`src/rtl/descRingPkg.sv`:
```
package descRingPkg;
  typedef enum logic [2:0] {
    S_IDLE,
    S_FETCH,
    S_WAIT,
    S_OWNED,
    S_RELEASE
  } seqState_t;

  typedef struct packed {
    logic load;     // copy base into current, compute next
    logic capture;  // latch fetched status word
    logic advance;  // step current to next
  } pathCtl_t;
endpackage

```
`src/rtl/descRingPath.sv`:
```
module descRingPath
  import descRingPkg::*;
#(
  parameter int ADDR_W      = 24,
  parameter int LEN_W       = 16,
  parameter int DATA_W      = 16,
  parameter int OWN_BIT     = 15,
  parameter int INIT_MAX    = 128,
  parameter int ENTRY_BYTES = 8,
  parameter int STAT_OFS    = 2
) (
  input  logic              clk,
  input  logic              rst,
  input  logic              cfgBaseWe,
  input  logic [ADDR_W-1:0] cfgBaseData,
  input  logic              cfgLenWe,
  input  logic [LEN_W-1:0]  cfgLenData,
  input  logic              initLenWe,
  input  logic [LEN_W-1:0]  initLenData,
  input  pathCtl_t          ctl,
  input  logic [DATA_W-1:0] memRData,
  output logic [ADDR_W-1:0] curAddr,
  output logic [ADDR_W-1:0] nextAddr,
  output logic [LEN_W-1:0]  entryIdx,
  output logic              lenZero,
  output logic [ADDR_W-1:0] memAddr,
  output logic [DATA_W-1:0] memWData
);
  localparam logic [ADDR_W-1:0] STEP     = ADDR_W'(ENTRY_BYTES);
  localparam logic [ADDR_W-1:0] OFS      = ADDR_W'(STAT_OFS);
  localparam logic [LEN_W-1:0]  INIT_CAP = LEN_W'(INIT_MAX);
  localparam logic [DATA_W-1:0] OWN_MASK = DATA_W'(1) << OWN_BIT;

  logic [ADDR_W-1:0] baseReg;
  logic [LEN_W-1:0]  ringLen;
  logic [DATA_W-1:0] statReg;
  logic [LEN_W-1:0]  lastIdx;
  logic [LEN_W-1:0]  idxStep;
  logic [LEN_W-1:0]  cappedLen;

  assign lastIdx   = ringLen - LEN_W'(1);
  assign idxStep   = (entryIdx == lastIdx) ? '0 : entryIdx + LEN_W'(1);
  assign cappedLen = (initLenData > INIT_CAP) ? INIT_CAP : initLenData;
  assign lenZero   = (ringLen == '0);
  assign memAddr   = curAddr + OFS;
  assign memWData  = statReg & ~OWN_MASK;

  // configuration registers; direct write wins over the init path
  always_ff @(posedge clk) begin
    if (rst) begin
      baseReg <= '0;
      ringLen <= '0;
    end else begin
      if (cfgBaseWe) baseReg <= cfgBaseData;
      if (cfgLenWe)       ringLen <= cfgLenData;
      else if (initLenWe) ringLen <= cappedLen;
    end
  end

  // current / next address and index
  always_ff @(posedge clk) begin
    if (rst) begin
      curAddr  <= '0;
      nextAddr <= '0;
      entryIdx <= '0;
    end else if (ctl.load) begin
      curAddr  <= baseReg;
      entryIdx <= '0;
      nextAddr <= (lastIdx == '0) ? baseReg : baseReg + STEP;
    end else if (ctl.advance) begin
      curAddr  <= nextAddr;
      entryIdx <= idxStep;
      nextAddr <= (idxStep == lastIdx) ? baseReg : nextAddr + STEP;
    end
  end

  always_ff @(posedge clk) begin
    if (rst)              statReg <= '0;
    else if (ctl.capture) statReg <= memRData;
  end
endmodule

```
`src/rtl/descRingCtrl.sv`:
```
module descRingCtrl
  import descRingPkg::*;
(
  input  logic     clk,
  input  logic     rst,
  input  logic     start,
  input  logic     poll,
  input  logic     done,
  input  logic     memAck,
  input  logic     ownFlag,
  input  logic     lenZero,
  output pathCtl_t ctl,
  output logic     memReq,
  output logic     memWe,
  output logic     owned,
  output logic     lenErr
);
  seqState_t state, stateNext;

  always_comb begin
    stateNext   = state;
    ctl         = '0;
    unique case (state)
      S_IDLE: if (start && !lenZero) begin
        ctl.load  = 1'b1;
        stateNext = S_FETCH;
      end
      S_FETCH: if (memAck) begin
        ctl.capture = 1'b1;
        stateNext   = ownFlag ? S_OWNED : S_WAIT;
      end
      S_WAIT:  if (poll) stateNext = S_FETCH;
      S_OWNED: if (done) stateNext = S_RELEASE;
      S_RELEASE: if (memAck) begin
        ctl.advance = 1'b1;
        stateNext   = S_FETCH;
      end
      default: stateNext = S_IDLE;
    endcase
  end

  assign memReq = (state == S_FETCH) || (state == S_RELEASE);
  assign memWe  = (state == S_RELEASE);
  assign owned  = (state == S_OWNED);

  always_ff @(posedge clk) begin
    if (rst) begin
      state  <= S_IDLE;
      lenErr <= 1'b0;
    end else begin
      state <= stateNext;
      if (state == S_IDLE && start) lenErr <= lenZero;
    end
  end
endmodule

```
`src/rtl/descRingSeq.sv`:
```
module descRingSeq
  import descRingPkg::*;
#(
  parameter int ADDR_W      = 24,
  parameter int LEN_W       = 16,
  parameter int DATA_W      = 16,
  parameter int OWN_BIT     = 15,
  parameter int INIT_MAX    = 128,
  parameter int ENTRY_BYTES = 8,
  parameter int STAT_OFS    = 2
) (
  input  logic              clk,
  input  logic              rst,
  input  logic              cfgBaseWe,
  input  logic [ADDR_W-1:0] cfgBaseData,
  input  logic              cfgLenWe,
  input  logic [LEN_W-1:0]  cfgLenData,
  input  logic              initLenWe,
  input  logic [LEN_W-1:0]  initLenData,
  input  logic              start,
  input  logic              poll,
  input  logic              done,
  output logic              memReq,
  output logic              memWe,
  output logic [ADDR_W-1:0] memAddr,
  output logic [DATA_W-1:0] memWData,
  input  logic              memAck,
  input  logic [DATA_W-1:0] memRData,
  output logic [ADDR_W-1:0] curAddr,
  output logic [ADDR_W-1:0] nextAddr,
  output logic [LEN_W-1:0]  entryIdx,
  output logic              owned,
  output logic              lenErr
);
  pathCtl_t ctl;
  logic     lenZero;

  descRingCtrl u_ctrl (
    .clk     (clk),
    .rst     (rst),
    .start   (start),
    .poll    (poll),
    .done    (done),
    .memAck  (memAck),
    .ownFlag (memRData[OWN_BIT]),
    .lenZero (lenZero),
    .ctl     (ctl),
    .memReq  (memReq),
    .memWe   (memWe),
    .owned   (owned),
    .lenErr  (lenErr)
  );

  descRingPath #(
    .ADDR_W(ADDR_W), .LEN_W(LEN_W), .DATA_W(DATA_W), .OWN_BIT(OWN_BIT),
    .INIT_MAX(INIT_MAX), .ENTRY_BYTES(ENTRY_BYTES), .STAT_OFS(STAT_OFS)
  ) u_path (
    .clk         (clk),
    .rst         (rst),
    .cfgBaseWe   (cfgBaseWe),
    .cfgBaseData (cfgBaseData),
    .cfgLenWe    (cfgLenWe),
    .cfgLenData  (cfgLenData),
    .initLenWe   (initLenWe),
    .initLenData (initLenData),
    .ctl         (ctl),
    .memRData    (memRData),
    .curAddr     (curAddr),
    .nextAddr    (nextAddr),
    .entryIdx    (entryIdx),
    .lenZero     (lenZero),
    .memAddr     (memAddr),
    .memWData    (memWData)
  );
endmodule

```
`config.mk`:
```
export PLATFORM = sky130hd
export DESIGN_NAME = descRingSeq
export DESIGN_NICKNAME = d
export VERILOG_FILES = /design/src/rtl/descRingPkg.sv /design/src/rtl/descRingPath.sv /design/src/rtl/descRingCtrl.sv /design/src/rtl/descRingSeq.sv
export SDC_FILE = /design/constraint.sdc
export NUM_CORES = 1
export LEC_CHECK = 0
export ABC_AREA = 1
export BUFFER_PORTS_ARGS = -buffer_cell sky130_fd_sc_hd__buf_2
export CAP_MARGIN = 5
export CORE_MARGIN = 4
export CORE_UTILIZATION = 55
export DETAILED_ROUTE_END_ITERATION = 16
export GPL_TIMING_DRIVEN = 1
export PLACE_DENSITY = 0.82
export SETUP_SLACK_MARGIN = 0.4
export SLEW_MARGIN = 20
export SYNTH_ARGS = -nofsm -noshare
export SYNTH_HDL_FRONTEND = slang
export SYNTH_SLANG_ARGS = --single-unit
export TNS_END_PERCENT = 20
```
`constraint.sdc`:
```
create_clock -name clk -period 3.4 [get_ports clk]
set_input_delay 0.17 -clock clk [delete_from_list [all_inputs] [get_ports clk]]
set_output_delay 0.17 -clock clk [all_outputs]
set_load 0.03 [all_outputs]
```
After elaboration in Yosys (flattened, before gate mapping)
Cells that the tools add are included.
Cells by class
  reductions and logical operators: 11
  $add $sub $neg: 5
  magnitude comparators: 1
  mux-type cells: 22
  equal/unequal tests: 11
Operators with widths (count)
  24-bit two-way mux: 6
  16-bit two-way mux: 4
  24-bit by 4-bit adder with 24-bit output (second input constant): 2
  16-bit == test: 2
  16-bit zero test: 2
  24-bit by 2-bit adder with 24-bit output (second input constant): 1
  16-bit by 1-bit adder with 16-bit output (second input constant): 1
  16-bit by 8-bit > comparator with 1-bit output (second input constant): 1
  16-bit by 1-bit subtractor with 16-bit output (second input constant): 1
  3-bit two-way mux: 5
  3-bit case mux with 5 select lines: 1
  3-bit by 2-bit == test with 1-bit output (second input constant): 2
  1-bit two-way mux: 6
  2-bit inequality test (second input constant): 3
  5-bit AND reduction: 1
  2-bit by 1-bit inequality test with 1-bit output (second input constant): 2
  2-bit nonzero test: 2
  3-bit by 1-bit == test with 1-bit output (second input constant): 1
  3-bit == test (second input constant): 1
  3-bit zero test: 1
  1-bit logical AND: 2
  2-bit OR reduction: 1
  1-bit zero test: 1
  1-bit logical OR: 1
Storage, ports and cells
  output and inout port bits: 108
  word-level logic and storage cells: 58
  bits of input ports: 81
  register bits after elaboration: 123

Longest topological paths before layout
Gate-level depths: netlist (run 1).
  depth after elaboration: 7
  gate-level depth with buffers: 26
  mapped depth without buffers: 24

By module
From an unflattened synthesis (run 1), not the netlist that was laid out.
Second synthesis, totals
  cell total of the unflattened synthesis: 1268
  area, all modules: 8122.8 µm²
By module, submodules not included
  descRingPath: times used 1, area an instance 7825.0 µm², seq. area each 2382.3 µm², cells each 1215
  descRingCtrl: times used 1, area an instance 297.8 µm², seq. area each 80.1 µm², cells each 53

Worst setup path before layout (run 1)
Ideal clock, no wire load.
  path kind: flip-flop to flip-flop
  start point: register u_path.entryIdx[1]
  end point: register u_path.nextAddr[10]
  period minus slack after synthesis: 2822 ps
  required time: 3268 ps
  path buffers: 1
  path slack: 578 ps
  setup time: 132 ps
  data arrival time: 2690 ps
  cell stages (with the launch flop): 22
  cells stage by stage: dfxtp_1 -> ha_1 -> nand3_1 -> nor2_1 -> nand2_1 -> nor3_2 -> nand4_1 -> nor2_1 -> nor2_1 -> nor2_1 -> nand2_1 -> nand2_1 -> nand2_1 -> nor2_1 -> nand2_1 -> nor2_4 -> nand2_2 -> buf_4 -> nand2_1 -> nand3_1 -> nand2_1 -> a21oi_1
On the way
  word-level cells in the longest chain between the ends: 6
  elaborated cells on any way between the ends: 7
  classes of those cells: add/sub (1); eq/ne (2); mux (4)
Ends and longest elaborated chain
  start, declared: RTL line descRingPath.sv:24  | output logic [LEN_W-1:0] entryIdx,
  start signal, assigned: RTL line descRingPath.sv:72  | entryIdx <= idxStep;
  16-bit by 1-bit adder with 16-bit output or 16-bit == test (tied branches): RTL line descRingPath.sv:42  | assign idxStep = (entryIdx == lastIdx) ? '0 : entryIdx + LEN_W'(1);
  16-bit two-way mux *: RTL line descRingPath.sv:42
  16-bit == test *: RTL line descRingPath.sv:73  | nextAddr <= (idxStep == lastIdx) ? baseReg : nextAddr + STEP;
  24-bit two-way mux *: RTL line descRingPath.sv:73
  24-bit two-way mux *: RTL line descRingPath.sv:70  | end else if (ctl.advance) begin
  24-bit two-way mux *: RTL line descRingPath.sv:66  | end else if (ctl.load) begin
  end signal, assigned: RTL line descRingPath.sv:69  | nextAddr <= (lastIdx == '0) ? baseReg : baseReg + STEP;
  end signal, assigned: RTL line descRingPath.sv:73
  end, declared: RTL line descRingPath.sv:23  | output logic [ADDR_W-1:0] nextAddr,
Every way passes the cells marked *; elsewhere a longest branch is shown, timed or not. The select of a mux whose other input is x is not followed.
A chain may end at the register's enable or synchronous reset.

Worst setup path in the final report (run 1)
  start point: register u_path.ringLen[0]
  end point: register u_path.nextAddr[14]
On the way
  word-level cells in the longest chain between the ends: 7
  elaborated cells on any way between the ends: 15
  classes of those cells: add/sub (1); eq/ne (2); mux (7); reduce/logical (5)
Ends and longest elaborated chain
  start, declared: RTL line descRingPath.sv:35  | logic [LEN_W-1:0] ringLen;
  start signal, assigned: RTL line descRingPath.sv:55  | if (cfgLenWe) ringLen <= cfgLenData;
  start signal, assigned: RTL line descRingPath.sv:56  | else if (initLenWe) ringLen <= cappedLen;
  16-bit by 1-bit subtractor with 16-bit output: RTL line descRingPath.sv:41  | assign lastIdx = ringLen - LEN_W'(1);
  16-bit == test: RTL line descRingPath.sv:42
  16-bit two-way mux: RTL line descRingPath.sv:42
  16-bit == test: RTL line descRingPath.sv:73
  24-bit two-way mux: RTL line descRingPath.sv:73
  24-bit two-way mux: RTL line descRingPath.sv:70
  24-bit two-way mux: RTL line descRingPath.sv:66
Parallel ways exist; a longest one is shown, timed or not. The select of a mux whose other input is x is not followed.

==> results of run 1 <==
[per-layer routing]
| layer | share of wire | up-vias | routed length (um) | track usage |
|---|---|---|---|---|
| met1 | 0.43 | 4257 | 11700 | 0.456 |
| met5 | 0.00048 | - | 13 | 0 |
| met4 | 0.020 | 2 | 532 | 0.0968 |
| met2 | 0.44 | 531 | 12000 | 0.474 |
| met3 | 0.11 | 54 | 2990 | 0.0696 |
| li1 | - | 4547 | - | - |
[sequential cells by signal, summed over array words and instances, names as in the netlist]
| name | count |
|---|---|
| u_path.baseReg | 24 |
| u_path.curAddr | 24 |
| u_path.nextAddr | 24 |
| u_path.entryIdx | 16 |
| u_path.ringLen | 16 |
| u_path.statReg | 15 |
| u_ctrl.state | 3 |
| u_ctrl.lenErr | 1 |
[metrics by stage]
stage               std cells  worst slack (ps)  power (mW)  cell area (sq um)  utilization
floorplan                1251               578        3.69               7880            -
global placement         1587               243        4.41               9000        0.646
detailed placement       1587               139        4.43               9000        0.646
CTS                      1641               399        6.27               9870        0.708
global route             1667               155        6.80              10400        0.747
finish                   1667               365        6.47              10400        0.747
[final cells by class]
| class | instances | area, sq um | share of cell area |
|---|---|---|---|
| well taps | 180 | 225 | 0.0217 |
| flip-flops and latches | 123 | 2480 | 0.239 |
| repair buffers | 254 | 1580 | 0.152 |
| multi-input cells | 938 | 5000 | 0.480 |
| clock buffers | 18 | 439 | 0.0422 |
| clock inverters | 14 | 146 | 0.0141 |
| inverters | 140 | 532 | 0.0511 |
[cell families after synthesis]
group / after synthesis / share of synthesized area
AO/OA/AOI/OAI: 213 / 0.147
XOR/XNOR: 63 / 0.0700
adder cells (fa/ha/maj): 6 / 0.00952
buffers and inverters: 191 / 0.0962
flip-flops: 123 / 0.312
other: 1 / 0.000476
AND/OR/NAND/NOR: 654 / 0.365
[worst paths after layout]
kind,cells after the start,to,start
worst max-delay path,23,u_path.nextAddr[14]$_SDFFE_PP0P_,u_path.ringLen[0]$_SDFFE_PP0P_
worst min-delay path,3,u_path.ringLen[8]$_SDFFE_PP0P_,cfgLenData[8]
worst max register to register,23,u_path.nextAddr[14]$_SDFFE_PP0P_,u_path.ringLen[0]$_SDFFE_PP0P_
worst min register to register,2,u_path.baseReg[0]$_SDFFE_PP0P_,u_path.baseReg[0]$_SDFFE_PP0P_
[power groups by stage]
stage	clock [mW]	sequential (mW)	combinational, mW
after global routing	1.89	2.05	2.86
after floorplan	0	2.34	1.35
after detailed placement	0	2.02	2.41
final	1.82	2.02	2.63
after global placement	0	2.02	2.39
after CTS	1.82	2.00	2.45
[synth_stat cells, drive strengths merged]
cell type	n	area (sq um)
inv	140	526
conb	1	3.75
xor2	50	438
a21boi	2	15.0
nand2	323	1230
dfxtp	123	2460
a31oi	15	93.8
o22ai	2	12.5
nor2	133	571
nor3	26	140
a221oi	8	70.1
nor4	10	62.6
xnor2	13	114
and3	2	12.5
clkbuf	39	146
nand3b	7	56.3
o21ai	90	454
and2	3	18.8
buf	12	86.3
a211oi	3	22.5
a21oi	86	434
nand4	16	100
a22oi	7	52.6
ha	6	75.1
nand3	134	688
[repair_timing]
item	in CTS	in global routing
setup endpoints to repair	30	28
cloned	0	4
gates resized for setup	18	93
hold buffers	18	0
buffers inserted	4	22
pin swaps	4	46
hold endpoints to repair	18	0
[worst register-to-register path: cells and delay by family, from the launching register on]
family          cells  cell delay (ps)
simple gates       18             1930
buf+inv             4              580
flops               1              320
compound gates      1               60
==> results by group, run 1 <==
Clock tree
  • Clock Sinks: 123
  • CTS tree: yes
  • Clk_lat worst skew: 430 ps
  • Num CTS Buffers: 17
  • Clock buffer depth: 2
  • CTS root buf: clkbuf_16
  • CTS H-tree depth: 4
  • Clk slew on worst S/H paths: 60 ps

Power
  • Cell internal pwr: 3.62 mW
  • Worst-case vdd ir drop: 590 uV
  • Leakage power: 4.97 nW
  • Combinational power share: 0.407
  • Switching share of power: 0.441
  • Clock group share of total power: 0.281
  • Seq pwr share: 0.312
  • Pwr dens: 622 nW/um^2
  • NetSw: 2.85 mW

Drt
  • Total Routed Length: 27.2 mm
  • Routed wire length per instance: 16.3 um
  • Vias: 9391
  • Drt via density: 5.63
  • DR iter-0 viols: 1053
  • Detailed Routing Iterations Pass 1: 8
  • DRC: 0
  • Final ANT Viol Nets: 0

Critical path
  • Crit-path cells: inv_2 > buf_4 > nand2_4 > nor2_4 > nand2_1 > nand2_1 > nand3_1 > nand2_2 > nand2_1 > nor2_2 > nand3_4 > buf_6 > nand3b_1 > nand2_1 > nor2_1 > nand2_1 > nor2_4 > nand2_4 > buf_8 > nand2_2 > nand3_2 > nand2_2 > a21oi_2
  • Max FO, Critical Path: 8
  • R2r setup slk: 370 ps
  • Worst Path Arrival: 3320 ps
  • Family with the most delay on the worst path: simple AND/OR/NAND/NOR gates
  • Critical path's most frequent cell: nand2_1
  • Critical path class: flip-flop to flip-flop
  • Crit start category: flip-flop
  • Crit path required time: 3680 ps
  • Critical Path Max Stage Delay: 320 ps
  • CP Buf/Inv Count: 4
  • Crit-path slowest cell: dfxtp_2
  • Setup crit end kind: flip-flop

Yosys
  • Unique masters post-synth: 41
  • Synth Register Bits: 123
  • Syn nets: 1338
  • Syn Inst Count: 1251
  • Post-Syn Area per Cell: 6.30 sq um
  • Mapped Area: 7880 sq um
  • Post-synthesis sequential area ratio: 0.312
  • Yosys warns: 0

Timing
  • Min cycle time layout: 3030 ps
  • Final hold slack: 6.85 ps
  • Worst-Margin Slew: 681 ps
  • Worst Skew: 9.86 ps
  • Slew headroom: 0.546
  • Setup TNS: 0 ps
  • Fin. max-slew vios: 0
  • RSZ-0062 raised after global routing: true
  • Final Hold Vio Count: 0
  • Fmax: 0.330 GHz
  • Finish-stage setup viols: 0
  • Fin crit share: 0.893

Job
  • Max_cap viols: 0

Run status
  • Status: completed

Global routing
  • Number of global-route vias before repair: 8237
  • Total global routing overflow: 0
  • First-pass GRT wire length: 41.8 mm
  • Total Routing Usage GR: 0.316
  • Pin count of the biggest net entering global routing: 57
  • Initial antenna violation count: 1

Finish
  • Nets@finish: 1561
  • FILL cells: 1099
  • Share of cells above drive strength 1: 0.260
  • Area delta synth->final: 32.0%
  • Commonest non-fill, non-tap cells in the layout: nand2_1, buf_2, inv_1
  • Diode count: 0
  • Commonest non-fill, non-tap cell in the layout: nand2_1

Placed design
  • Dpl hpwl: 18.8 mm
  • Port bufs: 187
  • GP Congestion: 0.984

Floorplan
  • Core area: 13900 sq um
  • Initial core utilization: 0.566
  • Die Y: 128 um
  • Cell Rows: 43
  • Die area: 16300 sq um
  • Die Width: 128 um
  • Ports: 189

Hold path
  • Hold crit path type: input pin to flip-flop
Note: power is estimated with default switching activity, not from simulation.
==> run 2, diff against run 1 <==
Settings changed: CORE_UTILIZATION 55 to 49, PLACE_DENSITY 0.82 to 0.77.
Clock period 3.4 ns to 2.5 ns, I/O delays scaled along.
==> run 2 against run 1 <==
Net effect:
- utilization is 2.3 points higher
- critical endpoint is now u_path.nextAddr[23]$_SDFFE_PP0P_
- clock-buffer cell count rose by 2
- clock power grew 34%
- non-clock buffer count is 145 higher
- cell count increased by 11%
- sequential share of layout area down 3.4 points
- critical path type unchanged
- first-iteration DRC count up 25%
- flip-flop and latch count stayed put
- register-to-register slack worse by 1100 ps
- the flow now finishes with violations (negative setup slack)
==> results by group, run 2 (synthesized netlist as in run 1, its figures left out) <==
Floorplan
  • Core area: 15800 sq um
  • Die Width: 135 um
  • Cell Rows: 46
  • Ports: 189
  • Die area: 18200 sq um
  • Die Y: 135 um
  • Initial core utilization: 0.498

Critical path
  • FF-to-FF End: u_path.nextAddr[23]$_SDFFE_PP0P_
  • CP Capture Point: u_path.nextAddr[23]$_SDFFE_PP0P_
  • Worst Path Arrival: 3500 ps
  • FF-to-FF path depth: 25
  • Critical path class: flip-flop to flip-flop
  • Setup crit end kind: flip-flop
  • RR Startpoint: u_path.ringLen[1]$_SDFFE_PP0P_
  • Crit path from: u_path.ringLen[1]$_SDFFE_PP0P_
  • Crit path required time: 2790 ps
  • Crit start category: flip-flop
  • R2r setup slk: -700 ps
  • Max FO, Critical Path: 8

Timing
  • Finish-stage setup viols: 27
  • Worst Skew: 7.92 ps
  • Fin. max-slew vios: 0
  • Fin crit share: 1.28
  • Final Hold Vio Count: 0
  • RSZ-0062 raised after global routing: true
  • Final Worst Setup Slack: -702 ps
  • Slew headroom: 0.534
  • Worst-Margin Slew: 699 ps
  • Fmax: 0.312 GHz
  • Min cycle time layout: 3200 ps

Finish
  • Share of cells above drive strength 1: 0.361
  • Area delta synth->final: 54.5%
  • Area of the multi-input gates: 5410 sq um
  • Nets@finish: 1705
  • FILL cells: 1107
  • Biggest regs: u_path.baseReg (24), u_path.curAddr (24), u_path.nextAddr (24)
  • Register cell area after layout: 2490 sq um
  • Commonest non-fill, non-tap cell in the layout: nand2_1
  • Final instance area: 12200 sq um
  • Commonest non-fill, non-tap cells in the layout: nand2_1, buf_2, buf_4
  • Util after Layout: 0.769

Power
  • Leakage power: 5.80 nW
  • Pwr dens: 785 nW/um^2
  • Worst-case vdd ir drop: 620 uV

Drt
  • Vias: 10400
  • Detailed Routing Iterations Pass 1: 9
  • Drt via density: 5.63
  • Routed wire length per instance: 16.9 um
  • DR iter-0 viols: 1312
  • DRC: 0
  • Final ANT Viol Nets: 0
  • Total Routed Length: 31.3 mm

Clock tree
  • Clock buffer depth: 2
  • CTS tree: yes
  • Clock Sinks: 123
  • Clk slew on worst S/H paths: 60 ps
  • CTS H-tree depth: 4
  • Num CTS Buffers: 17
  • CTS root buf: clkbuf_16
  • Clk_lat worst skew: 430 ps

Run status
  • Failing checks: negative setup slack
  • Status: finished, violations left

Hold path
  • Hold crit path type: input pin to flip-flop
  • Worst hold path depth: 3
  • Hold_sp: cfgBaseData[6]

Placed design
  • GP Congestion: 0.953
  • Port bufs: 187
  • Dpl hpwl: 19.8 mm
  • Area after DPL: 10100 sq um

Global routing
  • Pin count of the biggest net entering global routing: 57
  • Total Routing Usage GR: 0.315
  • Number of global-route vias before repair: 9527
  • Initial antenna violation count: 1
  • First-pass GRT wire length: 46.9 mm
  • Total global routing overflow: 0

Job
  • Max_cap viols: 0
[run 2: worst max-delay path, stage by stage (launching register included)]
cell,delay [ps]
dfxtp_4,370
inv_4,70
ha_4,140
nand3_4,90
nor2_8,150
buf_12,150
nand2_4,60
nand2_2,100
nand3_2,80
nand2_2,70
nand2_2,80
nor2_4,160
nand3_4,130
buf_6,160
buf_16,140
nand2_4,70
a21boi_2,60
nor2_1,140
nand2_2,90
nor2_4,150
nand2_4,130
clkbuf_16,190
nand2_2,70
nand3_2,70
nand2_2,80
a21oi_2,40
[run 2: timing repair]
item	4_1_cts	5_1_grt
cloned	3	1
hold endpoints to repair	45	0
endpoints found under the setup margin	78	78
buffers inserted	9	10
hold buffers	46	0
resized for setup	69	159
pin swaps	10	68
[run 2: worst min path at each step]
| stage | endpoint | slack [ps] |
|---|---|---|
| 2_1_floorplan | u_path.baseReg[14]$_SDFFE_PP0P_ | 260 |
| 3_3_place_gp | u_path.statReg[5]$_SDFFE_PP0P_ | 350 |
| 3_5_place_dp | u_path.statReg[3]$_SDFFE_PP0P_ | 350 |
| 4_1_cts | u_path.ringLen[0]$_SDFFE_PP0P_ | 10 |
| 5_1_grt | u_path.ringLen[0]$_SDFFE_PP0P_ | 20 |
| 6_report | u_path.baseReg[6]$_SDFFE_PP0P_ | 10 |
[run 2: area by class of cell]
type,instances,share of cell area
Sequential cell,123,0.204
Tap cell,216,0.0222
Inverter,140,0.0441
Antenna cell,1,0.000205
Multi-Input combinational cell,937,0.444
Clock buffer,20,0.0375
Clock inverter,12,0.00914
Timing Repair Buffer,399,0.238
[run 2: through the flow]
step                      total power, mW  TNS [ps]  setup WS, ps  instances  hold WS [ps]
after floorplan                      5.04     -1600         -85.4       1251           260
after global placement               6.37     -9750          -465       1746           346
after detailed placement             6.43    -10330          -497       1746           351
after CTS                            9.04    -11240          -478       1836          9.56
after global routing                 10.0    -20350          -824       1848          19.1
final                                9.57    -16610          -702       1848          10.5
[run 2: layer usage]
| metal | wire length [um] | vias to the layer above | GRT usage | part of all wire |
|---|---|---|---|---|
| met5 | 0 | - | 0 | 0 |
| met4 | 991 | 0 | 0.0933 | 0.032 |
| met3 | 3630 | 113 | 0.0723 | 0.12 |
| met2 | 14200 | 705 | 0.498 | 0.46 |
| met1 | 12400 | 4746 | 0.432 | 0.40 |
| li1 | - | 4832 | - | - |
[run 2: where the power goes]
part,total (mW),internal [mW],leakage (nW),switching (mW)
combinational,4.45,1.61,4.52,2.85
sequential,2.68,2.30,1.01,0.383
clock,2.43,1.43,0.274,1.00
total,9.57,5.33,5.80,4.23
==> run 3, diff against run 2 <==
Settings changed: ABC_AREA 1 to default.
==> run 3 against run 2 <==
Net effect:
- the run still ends with negative setup slack left
- clock skew rose by 0.81 ps
- critical path type unchanged
- utilization rose by 1.9 points
- worst setup slack got worse by 550 ps
- maximum frequency fell by 15%
- die area fell by 1.0%
- register-to-register slack got worse by 550 ps
- highest routed layer is now met5
- first-iteration DRC count fell by 19%
- area after synthesis fell by 1.1%
- wire length rose by 0.45%
==> results by group, run 3 <==
Yosys
  • Post-Syn Area per Cell: 7.73 sq um
  • Most frequent cell after synthesis: nor2_1
  • Yosys warns: 0
  • Most frequent cells after synthesis: nor2_1, dfxtp_1, nand2_1
  • Synth area leader: dfxtp_1
  • Mapped Area: 7800 sq um
  • Post-synthesis sequential area ratio: 0.316
  • Post-synth top area share: 0.316
  • Syn Inst Count: 1009
  • Post-synth EDFFs: 0
  • Ys async rst share: 0
  • Area contributors post-synth: dfxtp_1, nor2_1, xnor2_1
  • Main synth FF type: dfxtp_1
  • Unique masters post-synth: 77
  • Synth Register Bits: 123
  • Syn nets: 1096

Drt
  • Drt via density: 5.95
  • DRC: 0
  • Total Routed Length: 31.4 mm
  • Final ANT Viol Nets: 0
  • Vias: 9658
  • Detailed Routing Iterations Pass 1: 6
  • Routed wire length per instance: 19.3 um
  • DR iter-0 viols: 1067

Power
  • Combinational power share: 0.389
  • Leakage power: 5.26 nW
  • Seq pwr share: 0.311
  • Cell internal pwr: 4.88 mW
  • Worst-case vdd ir drop: 526 uV
  • NetSw: 3.15 mW
  • Pwr dens: 663 nW/um^2
  • Switching share of power: 0.392
  • Clock group share of total power: 0.300

Finish
  • Commonest non-fill, non-tap cells in the layout: buf_4, buf_2, nor2_1
  • Final instance area: 12100 sq um
  • Commonest non-fill, non-tap cell in the layout: buf_4
  • Util after Layout: 0.788
  • Nets@finish: 1486
  • Final std cells w/o fill: 1624
  • Area delta synth->final: 55.4%
  • Share of cells above drive strength 1: 0.380
  • Biggest regs: u_path.baseReg (24), u_path.curAddr (24), u_path.nextAddr (24)

Timing
  • Fin crit share: 1.50
  • Setup TNS: -49550 ps
  • Min cycle time layout: 3750 ps
  • Finish-stage setup viols: 74
  • RSZ-0062 raised after global routing: true
  • Final Hold Vio Count: 0
  • Worst Skew: 8.73 ps
  • Fmax: 0.267 GHz
  • Worst-Margin Slew: 845 ps
  • Slew headroom: 0.437
  • Final Worst Setup Slack: -1250 ps
  • Fin. max-slew vios: 0

Critical path
  • CP Buf/Inv Count: 2
  • Max FO, Critical Path: 5
  • Crit path required time: 2810 ps
  • Crit-path cells: inv_2 > ha_4 > or4b_4 > or4_4 > buf_4 > xnor2_4 > o2bb2ai_1 > nor4_2 > o2111ai_2 > a2111oi_4 > and4_4 > nand2b_1 > o21ai_1 > a2111oi_2
  • Critical path class: flip-flop to flip-flop
  • Family with the most delay on the worst path: simple AND/OR/NAND/NOR gates
  • R2r setup slk: -1250 ps
  • Crit start category: flip-flop
  • Crit-path slowest cell: or4b_4
  • Setup crit end kind: flip-flop
  • Critical Path Max Stage Delay: 450 ps
  • Worst Path Arrival: 4060 ps

Clock tree
  • CTS tree: yes
  • Clock Sinks: 123
  • CTS H-tree depth: 4
  • Clock buffer depth: 2
  • Clk slew on worst S/H paths: 60 ps
  • Clk_lat worst skew: 430 ps
  • CTS root buf: clkbuf_16
  • Num CTS Buffers: 17

Floorplan
  • Die Y: 134 um
  • Core area: 15400 sq um
  • Ports: 189
  • Die area: 18000 sq um
  • Cell Rows: 45
  • Initial core utilization: 0.507
  • Die Width: 134 um

Global routing
  • First-pass GRT wire length: 47.5 mm
  • Total Routing Usage GR: 0.329
  • Number of global-route vias before repair: 9173
  • Initial antenna violation count: 2
  • Total global routing overflow: 0
  • Pin count of the biggest net entering global routing: 60

Hold path
  • Hold crit path type: input pin to flip-flop

Run status
  • Failing checks: negative setup slack
  • Status: finished, violations left

Placed design
  • Placed insts: 1515
  • Dpl hpwl: 20.8 mm
  • GP Congestion: 0.995
  • Area after DPL: 10200 sq um
  • Port bufs: 187

Job
  • Max_cap viols: 0
-- run 3: tightest hold or removal path, cell delays in order --
cell	delay, ps
buf_2	170
a21oi_1	80
nor2_1	70
-- run 3: path summary, 6_finish.rpt --
path / from / end / depth (start not counted)
max: u_path.ringLen[0]$_SDFFE_PP0P_ / u_path.nextAddr[3]$_SDFFE_PP0P_ / 14
min: start / u_ctrl.lenErr$_SDFFE_PP0P_ / 3
max reg2reg: u_path.ringLen[0]$_SDFFE_PP0P_ / u_path.nextAddr[3]$_SDFFE_PP0P_ / 14
min reg2reg: u_path.statReg[13]$_SDFFE_PP0P_ / u_path.statReg[13]$_SDFFE_PP0P_ / 2
-- run 3: final cells by class --
type | instances | area, sq um
Antenna cell | 1 | 2.50
Clock buffer | 19 | 453
Clock inverter | 13 | 118
Fill cell | 1012 | 3250
Inverter | 15 | 56.3
Multi-Input combinational cell | 791 | 5520
Sequential cell | 123 | 2470
Tap cell | 211 | 264
Timing Repair Buffer | 451 | 3240
-- run 3: what timing repair did --
item	CTS	global route
resized for setup	82	63
setup endpoints to repair	82	84
endpoints found under the hold margin	55	0
hold buffers	62	0
pin swaps	17	29
gates cloned	1	0
buffers inserted	10	3
-- run 3: kinds of logic (layout without fill, tap and decap cells) --
family,after synthesis,count (layout),share of synthesized area
buffers and inverters,96,498,0.0521
other,1,2,0.000481
adder cells (fa/ha/maj),6,6,0.00963
XOR/XNOR,89,89,0.107
AND/OR/NAND/NOR,443,444,0.278
multiplexers,39,39,0.0502
AO/OA/AOI/OAI,212,212,0.187
flip-flops,123,123,0.316
-- run 3: power by group through the flow --
stage	Combinational, mW	Sequential (mW)	Clock [mW]
6_report	3.12	2.50	2.41
5_1_grt	3.31	2.52	2.51
4_1_cts	2.91	2.46	2.42
3_5_place_dp	2.66	2.49	0
3_3_place_gp	2.61	2.48	0
2_1_floorplan	1.31	2.78	0
-- run 3: per-stage QoR --
| stage | hold WS [ps] | setup WS, ps | power (mW) |
|---|---|---|---|
| global route | 56.3 | -1380 | 8.34 |
| detailed placement | 360 | -1410 | 5.15 |
| floorplan | 261 | -1180 | 4.09 |
| global placement | 353 | -1250 | 5.09 |
| finish | 61.7 | -1250 | 8.03 |
| CTS | 16.6 | -1160 | 7.79 |
-- run 3: per-layer routing --
layer	part of all wire	track usage	up-vias
li1	-	-	4420
met1	0.41	0.424	4543
met2	0.47	0.537	588
met3	0.091	0.0761	105
met4	0.033	0.126	2
met5	0.00041	0	-
